[src/rtl/mhf_pkg.sv]
package mhf_pkg;
   typedef struct packed {
      logic hash_en;
      logic promisc;
   } mhf_cfg_t;
endpackage

[src/rtl/mhf_crc_byte.sv]
module mhf_crc_byte #(
   parameter int unsigned          CRC_W = 32,
   parameter logic [CRC_W-1:0]     POLY  = 32'hEDB88320
) (
   input  logic [CRC_W-1:0] crc_in,
   input  logic [7:0]       data_in,
   output logic [CRC_W-1:0] crc_out
);
   logic [8:0][CRC_W-1:0] stg;

   assign stg[0] = crc_in;

   for (genvar i = 0; i < 8; i++) begin : g_bit
      logic fb;
      assign fb         = stg[i][0] ^ data_in[i];
      assign stg[i+1]   = {1'b0, stg[i][CRC_W-1:1]} ^ (fb ? POLY : '0);
   end

   assign crc_out = stg[8];
endmodule

[src/rtl/mhf_addr_track.sv]
module mhf_addr_track #(
   parameter int unsigned      ADDR_BYTES = 6,
   parameter int unsigned      CRC_W      = 32,
   parameter int unsigned      IDX_W      = 6,
   parameter logic [CRC_W-1:0] POLY       = 32'hEDB88320,
   parameter logic [CRC_W-1:0] INIT       = 32'hFFFFFFFF
) (
   input  logic             clk,
   input  logic             rst_n,
   input  logic             byte_vld,
   input  logic             byte_sof,
   input  logic [7:0]       byte_in,
   output logic             sof,
   output logic             last_beat,
   output logic             in_frame,
   output logic             group_now,
   output logic [IDX_W-1:0] hash_idx
);
   localparam int unsigned CNT_W = $clog2(ADDR_BYTES + 1);

   logic [CNT_W-1:0] cnt_q;
   logic             in_frame_q;
   logic [CRC_W-1:0] crc_q, crc_src, crc_next;
   logic             group_q;
   logic             beat;

   always_comb begin
      sof       = byte_vld & byte_sof;
      beat      = sof | (byte_vld & in_frame_q);
      last_beat = beat & (sof ? (ADDR_BYTES == 1) : (cnt_q == CNT_W'(ADDR_BYTES - 1)));
      crc_src   = sof ? INIT : crc_q;
      group_now = sof ? byte_in[0] : group_q;
   end

   mhf_crc_byte #(.CRC_W(CRC_W), .POLY(POLY)) u_crc (
      .crc_in  (crc_src),
      .data_in (byte_in),
      .crc_out (crc_next)
   );

   always_ff @(posedge clk) begin
      if (!rst_n) begin
         cnt_q      <= '0;
         in_frame_q <= 1'b0;
         crc_q      <= INIT;
         group_q    <= 1'b0;
      end else begin
         if (sof)       cnt_q <= CNT_W'(1);
         else if (beat) cnt_q <= cnt_q + CNT_W'(1);
         if (last_beat) in_frame_q <= 1'b0;
         else if (sof)  in_frame_q <= 1'b1;
         if (beat)      crc_q   <= crc_next;
         if (sof)       group_q <= byte_in[0];
      end
   end

   assign in_frame = in_frame_q;
   assign hash_idx = crc_next[CRC_W-1 -: IDX_W];

   a_r11_count_bound: assert property (@(posedge clk) disable iff (!rst_n)
      in_frame_q |-> (cnt_q < CNT_W'(ADDR_BYTES)));
endmodule

[src/rtl/mhf_hash_table.sv]
module mhf_hash_table #(
   parameter int unsigned WORD_W    = 16,
   parameter int unsigned NUM_WORDS = 4,
   parameter int unsigned IDX_W     = 6,
   parameter int unsigned SEL_W     = 2
) (
   input  logic              clk,
   input  logic              rst_n,
   input  logic              wr_en,
   input  logic [SEL_W-1:0]  wr_sel,
   input  logic [WORD_W-1:0] wr_data,
   input  logic              snap,
   input  logic              frame_busy,
   input  logic [IDX_W-1:0]  idx,
   output logic              hit
);
   logic [NUM_WORDS-1:0][WORD_W-1:0] shadow_q, active_q, look;

   for (genvar w = 0; w < NUM_WORDS; w++) begin : g_word
      always_ff @(posedge clk) begin
         if (!rst_n) begin
            shadow_q[w] <= '0;
            active_q[w] <= '0;
         end else begin
            if (wr_en && wr_sel == SEL_W'(w)) shadow_q[w] <= wr_data;
            if (snap)                         active_q[w] <= shadow_q[w];
         end
      end
   end

   always_comb begin
      look = snap ? shadow_q : active_q;
      hit  = look[idx / IDX_W'(WORD_W)][idx % IDX_W'(WORD_W)];
   end

   a_r10_table_frozen: assert property (@(posedge clk) disable iff (!rst_n)
      (frame_busy && !snap) |=> $stable(active_q));
endmodule

[src/rtl/mcast_hash_filter.sv]
module mcast_hash_filter
   import mhf_pkg::*;
#(
   parameter int unsigned ADDR_BYTES = 6,
   parameter int unsigned WORD_W     = 16,
   parameter int unsigned NUM_WORDS  = 4,
   parameter int unsigned CRC_W      = 32,
   parameter logic [31:0] CRC_POLY   = 32'hEDB88320,
   parameter logic [31:0] CRC_INIT   = 32'hFFFFFFFF,
   localparam int unsigned TBL_BITS  = WORD_W * NUM_WORDS,
   localparam int unsigned IDX_W     = $clog2(TBL_BITS),
   localparam int unsigned SEL_W     = (NUM_WORDS > 1) ? $clog2(NUM_WORDS) : 1
) (
   input  logic              clk,
   input  logic              rst_n,
   input  logic              addr_vld,
   input  logic              addr_sof,
   input  logic [7:0]        addr_byte,
   input  logic              cfg_hash_en,
   input  logic              cfg_promisc,
   input  logic              tbl_we,
   input  logic [SEL_W-1:0]  tbl_sel,
   input  logic [WORD_W-1:0] tbl_wdata,
   output logic              dec_valid,
   output logic              dec_accept,
   output logic              dec_group
);
   if (CRC_W != 32) begin : g_bad_crc
      $error("mcast_hash_filter: CRC_W must be 32");
   end
   if ((1 << IDX_W) != TBL_BITS) begin : g_bad_tbl
      $error("mcast_hash_filter: table size must be a power of two");
   end
   if (IDX_W > CRC_W || ADDR_BYTES < 1) begin : g_bad_idx
      $error("mcast_hash_filter: bad index width or address length");
   end

   logic             sof, last_beat, in_frame, group_now, hit;
   logic [IDX_W-1:0] hash_idx;
   mhf_cfg_t         cfg_live, cfg_q, cfg_use;
   logic             dec_valid_q, dec_accept_q, dec_group_q;

   mhf_addr_track #(
      .ADDR_BYTES (ADDR_BYTES), .CRC_W (CRC_W), .IDX_W (IDX_W),
      .POLY (CRC_POLY), .INIT (CRC_INIT)
   ) u_track (
      .clk (clk), .rst_n (rst_n),
      .byte_vld (addr_vld), .byte_sof (addr_sof), .byte_in (addr_byte),
      .sof (sof), .last_beat (last_beat), .in_frame (in_frame),
      .group_now (group_now), .hash_idx (hash_idx)
   );

   mhf_hash_table #(
      .WORD_W (WORD_W), .NUM_WORDS (NUM_WORDS), .IDX_W (IDX_W), .SEL_W (SEL_W)
   ) u_table (
      .clk (clk), .rst_n (rst_n),
      .wr_en (tbl_we), .wr_sel (tbl_sel), .wr_data (tbl_wdata),
      .snap (sof), .frame_busy (in_frame), .idx (hash_idx), .hit (hit)
   );

   always_comb begin
      cfg_live.hash_en = cfg_hash_en;
      cfg_live.promisc = cfg_promisc;
      cfg_use          = sof ? cfg_live : cfg_q;
   end

   always_ff @(posedge clk) begin
      if (!rst_n) begin
         cfg_q        <= '0;
         dec_valid_q  <= 1'b0;
         dec_accept_q <= 1'b0;
         dec_group_q  <= 1'b0;
      end else begin
         if (sof) cfg_q <= cfg_live;
         dec_valid_q <= last_beat;
         if (last_beat) begin
            dec_accept_q <= cfg_use.promisc | (group_now & cfg_use.hash_en & hit);
            dec_group_q  <= group_now;
         end
      end
   end

   assign dec_valid  = dec_valid_q;
   assign dec_accept = dec_accept_q;
   assign dec_group  = dec_group_q;

   a_r1_latency: assert property (@(posedge clk) disable iff (!rst_n)
      last_beat |=> dec_valid);
   if (ADDR_BYTES > 1) begin : g_pulse_chk
      a_r1_single_pulse: assert property (@(posedge clk) disable iff (!rst_n)
         dec_valid |=> !dec_valid);
   end
   a_r7_promisc_accepts: assert property (@(posedge clk) disable iff (!rst_n)
      (last_beat && cfg_use.promisc) |=> dec_accept);
   a_r8_unicast_rejected: assert property (@(posedge clk) disable iff (!rst_n)
      (last_beat && !group_now && !cfg_use.promisc) |=> !dec_accept);
   a_r6_hash_off_rejects: assert property (@(posedge clk) disable iff (!rst_n)
      (last_beat && !cfg_use.hash_en && !cfg_use.promisc) |=> !dec_accept);
   a_r11_no_stray_decision: assert property (@(posedge clk) disable iff (!rst_n)
      (!in_frame && !sof) |=> !dec_valid);
endmodule

[config.mk]
export PLATFORM = sky130hd
export DESIGN_NAME = mcast_hash_filter
export DESIGN_NICKNAME = d
export VERILOG_FILES = /design/src/rtl/mhf_pkg.sv /design/src/rtl/mhf_crc_byte.sv /design/src/rtl/mhf_addr_track.sv /design/src/rtl/mhf_hash_table.sv /design/src/rtl/mcast_hash_filter.sv
export SDC_FILE = /design/constraint.sdc
export NUM_CORES = 1
export LEC_CHECK = 0
export BUFFER_PORTS_ARGS = -buffer_cell sky130_fd_sc_hd__buf_2
export CORE_ASPECT_RATIO = 0.8
export CORE_MARGIN = 5
export CORE_UTILIZATION = 30
export CTS_CLUSTER_DIAMETER = 30
export CTS_CLUSTER_SIZE = 25
export DETAILED_ROUTE_END_ITERATION = 12
export PLACE_DENSITY = 0.52
export SLEW_MARGIN = 5
export SYNTH_ARGS = -nofsm -noshare
export SYNTH_HDL_FRONTEND = slang
export SYNTH_SLANG_ARGS = --single-unit
[constraint.sdc]
create_clock -name clk -period 3.2 [get_ports clk]
set_input_delay 0.16 -clock clk [delete_from_list [all_inputs] [get_ports clk]]
set_output_delay 0.16 -clock clk [all_outputs]
set_load 0.1 [all_outputs]
Word level (Yosys, flattened, before mapping). Index checks and enable logic that the tools add are counted.

Add/subtract/negate cells: 1. Multiply operators: 0. Divide/modulo/power cells: 0. Order comparisons: 2. Equal/unequal tests: 4. Shift-type cells: 0. Multiplexer cells: 19. Bitwise operators: 24. Reduce and logical (&&, ||, !) cells: 8.

Operator list (count): two-way mux 32 bit (9); bitwise XOR 31 x 32 -> 32 bit (8); two-way mux 64 bit (1); binary-select mux 16 bit (select 2 bit) (1); two-way mux 16 bit (1); bitwise XOR 1 bit (8); bitwise AND 1 bit (5); less-than comparator 4 x 5 -> 1 bit (second input constant) (1); two-way mux 1 bit (5); binary-select mux 1 bit (select 4 bit) (1); == test 2 bit (second input constant) (2); logical AND 1 bit (4); OR reduction 2 bit (2); adder 3 x 1 -> 3 bit (second input constant) (1); == test 3 bit (second input constant) (1); less-than comparator 2 x 3 -> 1 bit (second input constant) (1); == test 2 x 1 -> 1 bit (second input constant) (1); zero test 2 bit (1); two-way mux 2 bit (1); bitwise OR 1 bit (2); nonzero test 2 bit (1); NOT 1 bit (1).

Register bits: 170. Latch bits: 0. Bits in writable memories: 0. Bits in read-only memories: 0. Output and inout bits: 3. Memories kept: 0.

Logic depth before layout (Yosys ltp). Gate-level depths: netlist of the first run.

Word-level depth: 32. Gate-level depth with buffers: 12. Gate-level depth less buffers: 8.

Modules after synthesis. From an unflattened synthesis of the first run, not the netlist that was laid out.

Cell total of the unflattened synthesis: 868. Area total of the unflattened synthesis: 8055.2 sq um.

By module, submodules not included: mhf_hash_table (times used 1, cells each 584, area each 5332.6 sq um, seq. area each 2562.5 sq um); mhf_addr_track (times used 1, cells each 202, area each 1569.0 sq um, seq. area each 740.7 sq um); mhf_crc_byte (times used 1, cells each 67, area each 977.2 sq um, seq. area each 0.0 sq um); mcast_hash_filter (times used 1, cells each 15, area each 176.4 sq um, seq. area each 100.1 sq um).

Least setup slack after synthesis of the first run. OpenSTA, ideal clock, no wires.

Path type: reg-to-reg. Start point: register u_track.crc_q[0]. End point: register dec_accept_q (netlist: dec_accept). Arrival: 2.156 ns. Required time: 3.071 ns. Path slack: 0.915 ns. Cell stages (with the launch flop): 12. Period minus slack after synthesis: 2.285 ns. Cells stage by stage: dfxtp_1 buf_4 xor2_1 nand2_2 xnor2_2 xnor3_1 buf_6 buf_8 a311oi_1 o211ai_1 o211ai_1 o211ai_2.

Cells in the longest elaborated chain, start to end: 19.

RTL lines: start, declared (line mhf_addr_track.sv:23) `logic [CRC_W-1:0] crc_q, crc_src, crc_next;`; start signal, assigned (line mhf_addr_track.sv:52) `if (beat) crc_q <= crc_next;`; two-way mux 32 bit * (line mhf_addr_track.sv:31) `crc_src = sof ? INIT : crc_q;`; bitwise XOR 1 bit * (line mhf_crc_byte.sv:15) `assign fb = stg[i][0] ^ data_in[i];`; two-way mux 32 bit * (line mhf_crc_byte.sv:16) `assign stg[i+1] = {1'b0, stg[i][CRC_W-1:1]} ^ (fb ? POLY : '0);`; bitwise XOR 31 x 32 -> 32 bit * (6 in a row) (line mhf_crc_byte.sv:16); bitwise XOR 1 bit * (line mhf_crc_byte.sv:15); two-way mux 32 bit * (line mhf_crc_byte.sv:16); bitwise XOR 31 x 32 -> 32 bit * (2 in a row) (line mhf_crc_byte.sv:16); binary-select mux 16 bit (select 2 bit) (line mhf_hash_table.sv:33) `hit = look[idx / IDX_W'(WORD_W)][idx % IDX_W'(WORD_W)];`; two-way mux 16 bit (not written as such) (line mhf_hash_table.sv:33); binary-select mux 1 bit (select 4 bit) * (line mhf_hash_table.sv:33); two-way mux 1 bit (not written as such) * (line mhf_hash_table.sv:33); bitwise AND 1 bit * (line mcast_hash_filter.sv:77) `dec_accept_q <= cfg_use.promisc | (group_now & cfg_use.hash_en & hit);`; bitwise OR 1 bit * (line mcast_hash_filter.sv:77); end signal, assigned (line mcast_hash_filter.sv:77); end, declared (line mcast_hash_filter.sv:41) `logic dec_valid_q, dec_accept_q, dec_group_q;`.

Mark *: on every way between the ends. The rest lies on a longest branch, timed or not. The select of a mux whose other input is x is not followed. A chain may end at the register's enable or synchronous reset.

Worst setup path in the final report of the first run.
Start point: register u_track.crc_q[6]. End point: register dec_accept_q (netlist: dec_accept).

Cells in the longest elaborated chain, start to end: 17.

RTL lines (line): two-way mux 32 bit * (mhf_addr_track.sv:31); bitwise XOR 31 x 32 -> 32 bit * (6 in a row) (mhf_crc_byte.sv:16); bitwise XOR 1 bit * (mhf_crc_byte.sv:15); two-way mux 32 bit * (mhf_crc_byte.sv:16); bitwise XOR 31 x 32 -> 32 bit * (2 in a row) (mhf_crc_byte.sv:16); binary-select mux 16 bit (select 2 bit) (mhf_hash_table.sv:33); two-way mux 16 bit (not written as such) (mhf_hash_table.sv:33); binary-select mux 1 bit (select 4 bit) * (mhf_hash_table.sv:33); two-way mux 1 bit (not written as such) * (mhf_hash_table.sv:33); bitwise AND 1 bit * (mcast_hash_filter.sv:77); bitwise OR 1 bit * (mcast_hash_filter.sv:77).

Marked as above.

==> results.toml, run 1 <==
[finish]
area_delta_synth_final_pct = 14.0
drive_above_1_share_pct = 14.0
final_nets = 993
antenna_cells = 0

[setup_path]
path_class = "reg2reg"
cp.arrival_ns = 3.35
crit_fanout = 18
rrSetupSlack_ns = 0.22
end_kind = "flop"
startpoint_type = "flop"
critical_path_required_ns = 3.57

[routing]
drt.antenna.violating_nets = 0
viasPerCell = 4.72
drcViolationCount = 0
first_pass_iters = 4
drtIter0Drc = 364
wire_per_inst_um = 16.2
vias = 6335
drt_wl_total_um = 21800

[pwr]
ir_drop_v = 0.000447
p_total_w = 0.00593
swShare_pct = 31.1
p_per_area_nw_per_um2 = 612
pwr-share-seq_pct = 38.5
power_frac_comb_pct = 25.4
p_int_w = 0.00409
power_switching_w = 0.00184
power.share.clock_pct = 36.0
leakage_nw = 3.41

[floorplan]
start_util_pct = 30.3
ioPinCount = 36
dieWidth_um = 198
die_y_um = 161
core_region_area_um2 = 28100
rows = 55
die_area_um2 = 31800

[hold_path]
hold_class = "in2reg"

[run_status]
status = "completed"

[yosys]
netlist_instances = 950
synthesis.nets = 985
synth_top_area_cell = "dfxtp_1"
synthTopCellsByCount = "nand2_1 (308), dfxtp_1 (170), a21boi_0 (131), xnor2_1 (72), clkbuf_1 (57)"
ys_seq_area_share_pct = 40.0
yosysTopAreaCellShare_pct = 40.0
netlist_top_cells_area = "dfxtp_1 (40%), nand2_1 (14%), a21boi_0 (12%), mux4_2 (8.5%), xnor2_1 (7.4%)"
synth_area_um2 = 8500
yosys.area_share.simple_pct = 17.4
synth-warning-count = 0
avgSynthCellArea_um2 = 8.95
synth_cell_types = 47
yosys.area_share.xor_xnor_pct = 11.6
synth_compound_area_share_pct = 15.9
synthFlopType = "dfxtp_1"
synth-seq-cells = 170
synth_edf_count = 0
synth-async-reset-ratio_pct = 0
synthMuxAreaShare_pct = 10.7
synth_fa_ha_area_share_pct = 0.294
synth_top_family_by_area = "simple AND/OR/NAND/NOR gates"
post-synth-top-count-cell = "nand2_1"

[cts]
cts_resized = 0
tritoncts = "yes"
cts_max_level = 4
cts_setup_buffers = 0
cts.clk_slew.worst_paths_ns = 0.07
cts.sinks = 170
clk_path_buf_depth = 2
clkLatencyLatePin_ns = 0.44
cts.root.buffer_cell = "clkbuf_16"
cts_made_buffers = 17
cts_hold_buffers = 11

[grt]
grt_util_met1_pct = 20.7
gr-total-overflow = 0
top_usage_layer = "met1"
use_met2_pct = 20.7
track_usage_pct = 14.0
grt_max_degree = 98
use_met3_pct = 2.68
antenna_found_initial = 0
grt_pass1_vias = 6036
grt_pass1_wl_um = 34900

[sta]
fmaxAchievable_mhz = 335
skew_ns = 0.0117
drv_slew = 0
min_period_ns = 2.98
finalHoldViolations = 0
timing.final.ws_setup_ns = 0.216
slew_headroom_pct = 31.4
tns_ns = 0
tightest_slew_ns = 1.03
setup_viol = 0
rsz0062_at_grt = "false"
fin_crit_sh_pct = 93.3

[placed_design]
portBuffers = 35
place.gp.congestion = 0.761
dp_worst_setup_slack_ns = 0.251
dp_hpwl_um = 14000

[flow_run]
drv_cap = 0
[final cells by class]
| cell class | count | area [µm²] |
|---|---|---|
| flip-flops and latches | 170 | 3400 |
| well taps | 370 | 463 |
| clock inverters | 14 | 158 |
| inverters | 2 | 7.51 |
| fillers | 2931 | 18400 |
| repair buffers | 63 | 440 |
| multi-input cells | 704 | 4770 |
| clock buffers | 18 | 439 |
[path summary, 6_finish.rpt]
kind                                     startpoint                           endpoint  cells after the start
hold / removal                         tbl_wdata[6]  u_table.shadow_q[54]$_SDFFE_PN0P_                      3
hold reg to reg   u_table.active_q[54]$_SDFFE_PN0P_  u_table.active_q[54]$_SDFFE_PN0P_                      2
setup / recovery      u_track.crc_q[6]$_SDFFE_PN1P_            dec_accept$_SDFFE_PN0P_                      9
setup reg to reg      u_track.crc_q[6]$_SDFFE_PN1P_            dec_accept$_SDFFE_PN0P_                      9
[worst max-delay path, cell delays in order, from the launching register on]
cell	delay, ns
dfxtp_1	0.41
xor2_1	0.19
nand2_2	0.11
xnor2_2	0.70
xnor3_1	0.53
buf_4	0.23
or3b_1	0.37
o211ai_1	0.10
o211ai_1	0.12
o211ai_2	0.14
[per-stage QoR]
stage	area, µm²	util [%]	std cells	hold WS, ns
floorplan	8500	-	950	0.305
global placement	8980	32.0	1298	0.430
detailed placement	8980	32.0	1298	0.434
CTS	9690	34.5	1341	0.00371
global route	9690	34.5	1341	0.0209
finish	9690	34.5	1341	0.0192
[cell families after synthesis]
group | count (synthesis)
simple gates | 374
xor+xnor | 99
fa+ha+maj | 2
compound gates | 178
buf+inv | 76
flops | 170
mux | 51
[sequential cells by signal, summed over array words and instances, names as in the netlist, 2 cells and up]
register          cells
u_table.active_q     64
u_track.crc_q        32
cfg_q                 2
u_track.cnt_q         3
u_table.shadow_q     64
[power groups by stage]
stage	clock network (W)	logic [W]	registers, W
2_1_floorplan	0	0.00123	0.00230
3_3_place_gp	0	0.00150	0.00233
3_5_place_dp	0	0.00151	0.00233
4_1_cts	0.00219	0.00153	0.00229
5_1_grt	0.00227	0.00164	0.00230
6_report	0.00214	0.00151	0.00229
[per-layer routing]
layer / routed length [µm] / vias up / share of wire [%]
li1: - / 3181 / -
met1: 11200 / 3041 / 52
met2: 9370 / 97 / 43
met3: 915 / 16 / 4.2
met4: 248 / 0 / 1.1
met5: 0 / - / 0
[placed cells by master, fill, tap and decap left out, drive strengths merged, types with 4 or more instances in the layout]
cell,Yosys,layout
nand2,310,310
dfxtp,170,170
a21boi,131,131
xnor2,77,77
buf,17,52
nor2,41,41
o211ai,33,33
mux4,32,32
xor2,19,19
mux2i,18,18
clkbuf,57,18
dlygate4sd3,0,11
inv,2,9
nand3,5,5
clkinv,0,4
No activity file was read; power rests on OpenSTA's default activity.
==> run 2, diff against run 1 <==
--- a/config.mk
+++ b/config.mk
@@ -10,10 +10,11 @@
 export CORE_MARGIN = 5
 export CORE_UTILIZATION = 30
 export CTS_CLUSTER_DIAMETER = 30
-export CTS_CLUSTER_SIZE = 25
 export DETAILED_ROUTE_END_ITERATION = 12
 export PLACE_DENSITY = 0.52
+export RECOVER_POWER = 25
 export SLEW_MARGIN = 5
 export SYNTH_ARGS = -nofsm -noshare
 export SYNTH_HDL_FRONTEND = slang
+export SYNTH_HIERARCHICAL = 1
 export SYNTH_SLANG_ARGS = --single-unit
==> run 2 against run 1 <==
Effect of this change: core utilization increased by 0.58 points; the run now ends with max-capacitance violations, max-slew violations left; non-clock buffer count increased by 7; critical path depth increased by 4; highest routed layer unchanged.
==> results.toml, run 2 <==
[grt]
grt_max_degree = 89
track_usage_pct = 13.3
grt_pass1_wl_um = 31800
grt_pass1_vias = 5605
antenna_found_initial = 0
gr-total-overflow = 0

[yosys]
synth_cell_types = 54
synthTopCellsByCount = "nand2_1 (224), dfxtp_1 (170), nor2b_1 (69), mux2i_1 (67), a21boi_0 (61)"
ys_seq_area_share_pct = 42.2
synth_edf_count = 0
synth_top_area_cell = "dfxtp_1"
synthFlopType = "dfxtp_1"
synth_area_um2 = 8060
synth-warning-count = 6
avgSynthCellArea_um2 = 9.28
yosysTopAreaCellShare_pct = 42.2
netlist_top_cells_area = "dfxtp_1 (42%), nand2_1 (10%), mux2i_1 (8.3%), a21boi_0 (5.7%), nor2b_1 (5.4%)"
synthesis.nets = 903
synth-async-reset-ratio_pct = 0
post-synth-top-count-cell = "nand2_1"
synth-seq-cells = 170
netlist_instances = 868

[pwr]
p_int_w = 0.00427
p_total_w = 0.00617
leakage_nw = 3.54
pwr-share-seq_pct = 36.5
ir_drop_v = 0.000400
power_frac_comb_pct = 30.1
power_switching_w = 0.00190
p_per_area_nw_per_um2 = 667
power.share.clock_pct = 33.4
swShare_pct = 30.8

[routing]
first_pass_iters = 5
wire_per_inst_um = 15.5
vias = 5646
drt_wl_total_um = 19700
viasPerCell = 4.45
drcViolationCount = 0
drtIter0Drc = 342
drt.antenna.violating_nets = 0

[finish]
mostFrequentLayoutCells = "nand2_1 (224), dfxtp_1 (170), nor2b_1 (69)"
reg_top3 = "u_table/active_q x64, u_table/shadow_q x64, u_track/crc_q x32"
antenna_cells = 0
drive_above_1_share_pct = 12.6
regArea_um2 = 3400
multiInputGateArea_um2 = 4310
fillerInstances = 2785
fin_cells = 1268
final_nets = 934
final_common_cell = "nand2_1"
area_delta_synth_final_pct = 14.9

[cts]
clk_path_buf_depth = 2
cts_setup_buffers = 0
cts_max_level = 4
clkLatencyLatePin_ns = 0.44
tritoncts = "yes"
cts_resized = 0
cts_hold_buffers = 7
cts.sinks = 170
cts.root.buffer_cell = "clkbuf_16"
cts.clk_slew.worst_paths_ns = 0.06
cts_made_buffers = 17

[sta]
rsz0062_at_grt = "false"
slew_headroom_pct = -5.82
fin_crit_sh_pct = 89.3
skew_ns = 0.00809
drv_slew = 89
tightest_slew_ns = 1.59
tns_ns = 0
min_period_ns = 2.86
holdWs_ns = 0.00842
setup_viol = 0
fmaxAchievable_mhz = 350
timing.final.ws_setup_ns = 0.341
finalHoldViolations = 0

[placed_design]
dp_hpwl_um = 12900
portBuffers = 35
place.gp.congestion = 0.758
placed_cells_incl_taps = 1230
dp_worst_setup_slack_ns = 0.118

[setup_path]
path_class = "reg2reg"
cp.arrival_ns = 3.16
critical_path_required_ns = 3.50
end_kind = "flop"
crit_fanout = 16
startpoint_type = "flop"

[flow_run]
drv_cap = 1

[floorplan]
ioPinCount = 36
core_region_area_um2 = 26400
die_y_um = 157
rows = 53
die_area_um2 = 30200
start_util_pct = 30.5
dieWidth_um = 193

[hold_path]
hold_class = "in2reg"

[run_status]
status = "complete, but fails checks"
violations = "max-capacitance violations, max-slew violations"
run 2: final cells by class:
cell class / instances / area share (%)
Timing Repair Buffer: 70 / 5.23
Tap cell: 357 / 4.83
Clock inverter: 13 / 1.58
Inverter: 6 / 0.257
Multi-Input combinational cell: 634 / 46.6
Clock buffer: 18 / 4.74
Sequential cell: 170 / 36.8
run 2: final timing paths:
| check | startpoint | to | slack, ns | cells after the start |
|---|---|---|---|---|
| worst max-delay path | u_track/crc_q[0]$_SDFFE_PN1P_ | dec_accept$_SDFFE_PN0P_ | 0.34 | 13 |
| worst max register to register | u_track/crc_q[0]$_SDFFE_PN1P_ | dec_accept$_SDFFE_PN0P_ | 0.34 | 13 |
| worst min-delay path | cfg_promisc | cfg_q[0]$_SDFF_PN0_ | 0.008 | 3 |
| worst min register to register | u_track/crc_q[24]$_SDFFE_PN1P_ | u_track/crc_q[24]$_SDFFE_PN1P_ | 0.46 | 2 |
run 2: kinds of logic (layout without fill, tap and decap cells):
kind of cell / Yosys count / count (layout) / synth area share [%]
and+or+nand+nor: 397 / 397 / 23.5
DFF: 170 / 170 / 42.2
AOI/OAI and AO/OA: 102 / 102 / 9.18
muxes: 68 / 68 / 8.47
xor gates and xnor gates: 65 / 65 / 12.0
buffers and inverters: 64 / 107 / 4.26
adders and majority gates: 2 / 2 / 0.311
run 2: per-layer routing:
layer	GRT usage [%]	up-vias	part of all wire (%)
li1	-	2926	-
met1	19.6	2636	54
met2	19.6	74	42
met3	2.82	10	3.1
met4	3.81	0	0.80
met5	0	-	0
run 2: critical path, cell delays in order (launching register included):
cell,delay [ns]
dfxtp_1,0.31
or2b_1,0.28
xnor2_4,0.18
xor2_2,0.19
xnor2_1,0.40
and2_1,0.24
buf_12,0.15
a22oi_1,0.07
nand4_1,0.12
nand2_1,0.08
o2111ai_1,0.20
nand4_1,0.24
nand3b_1,0.16
a31oi_1,0.09
run 2: power by group through the flow:
| stage | Sequential (W) | Combinational, W | Clock (W) |
|---|---|---|---|
| 3_3_place_gp | 0.00230 | 0.00184 | 0 |
| 2_1_floorplan | 0.00229 | 0.00140 | 0 |
| 3_5_place_dp | 0.00230 | 0.00186 | 0 |
| 6_report | 0.00225 | 0.00186 | 0.00206 |
| 4_1_cts | 0.00225 | 0.00188 | 0.00211 |
| 5_1_grt | 0.00227 | 0.00207 | 0.00221 |
run 2: stage by stage:
stage	area (µm²)	utilization, %
after floorplan	8060	-
final	9260	35.1
after global placement	8620	32.7
after CTS	9280	35.2
after global routing	9260	35.1
after detailed placement	8620	32.7
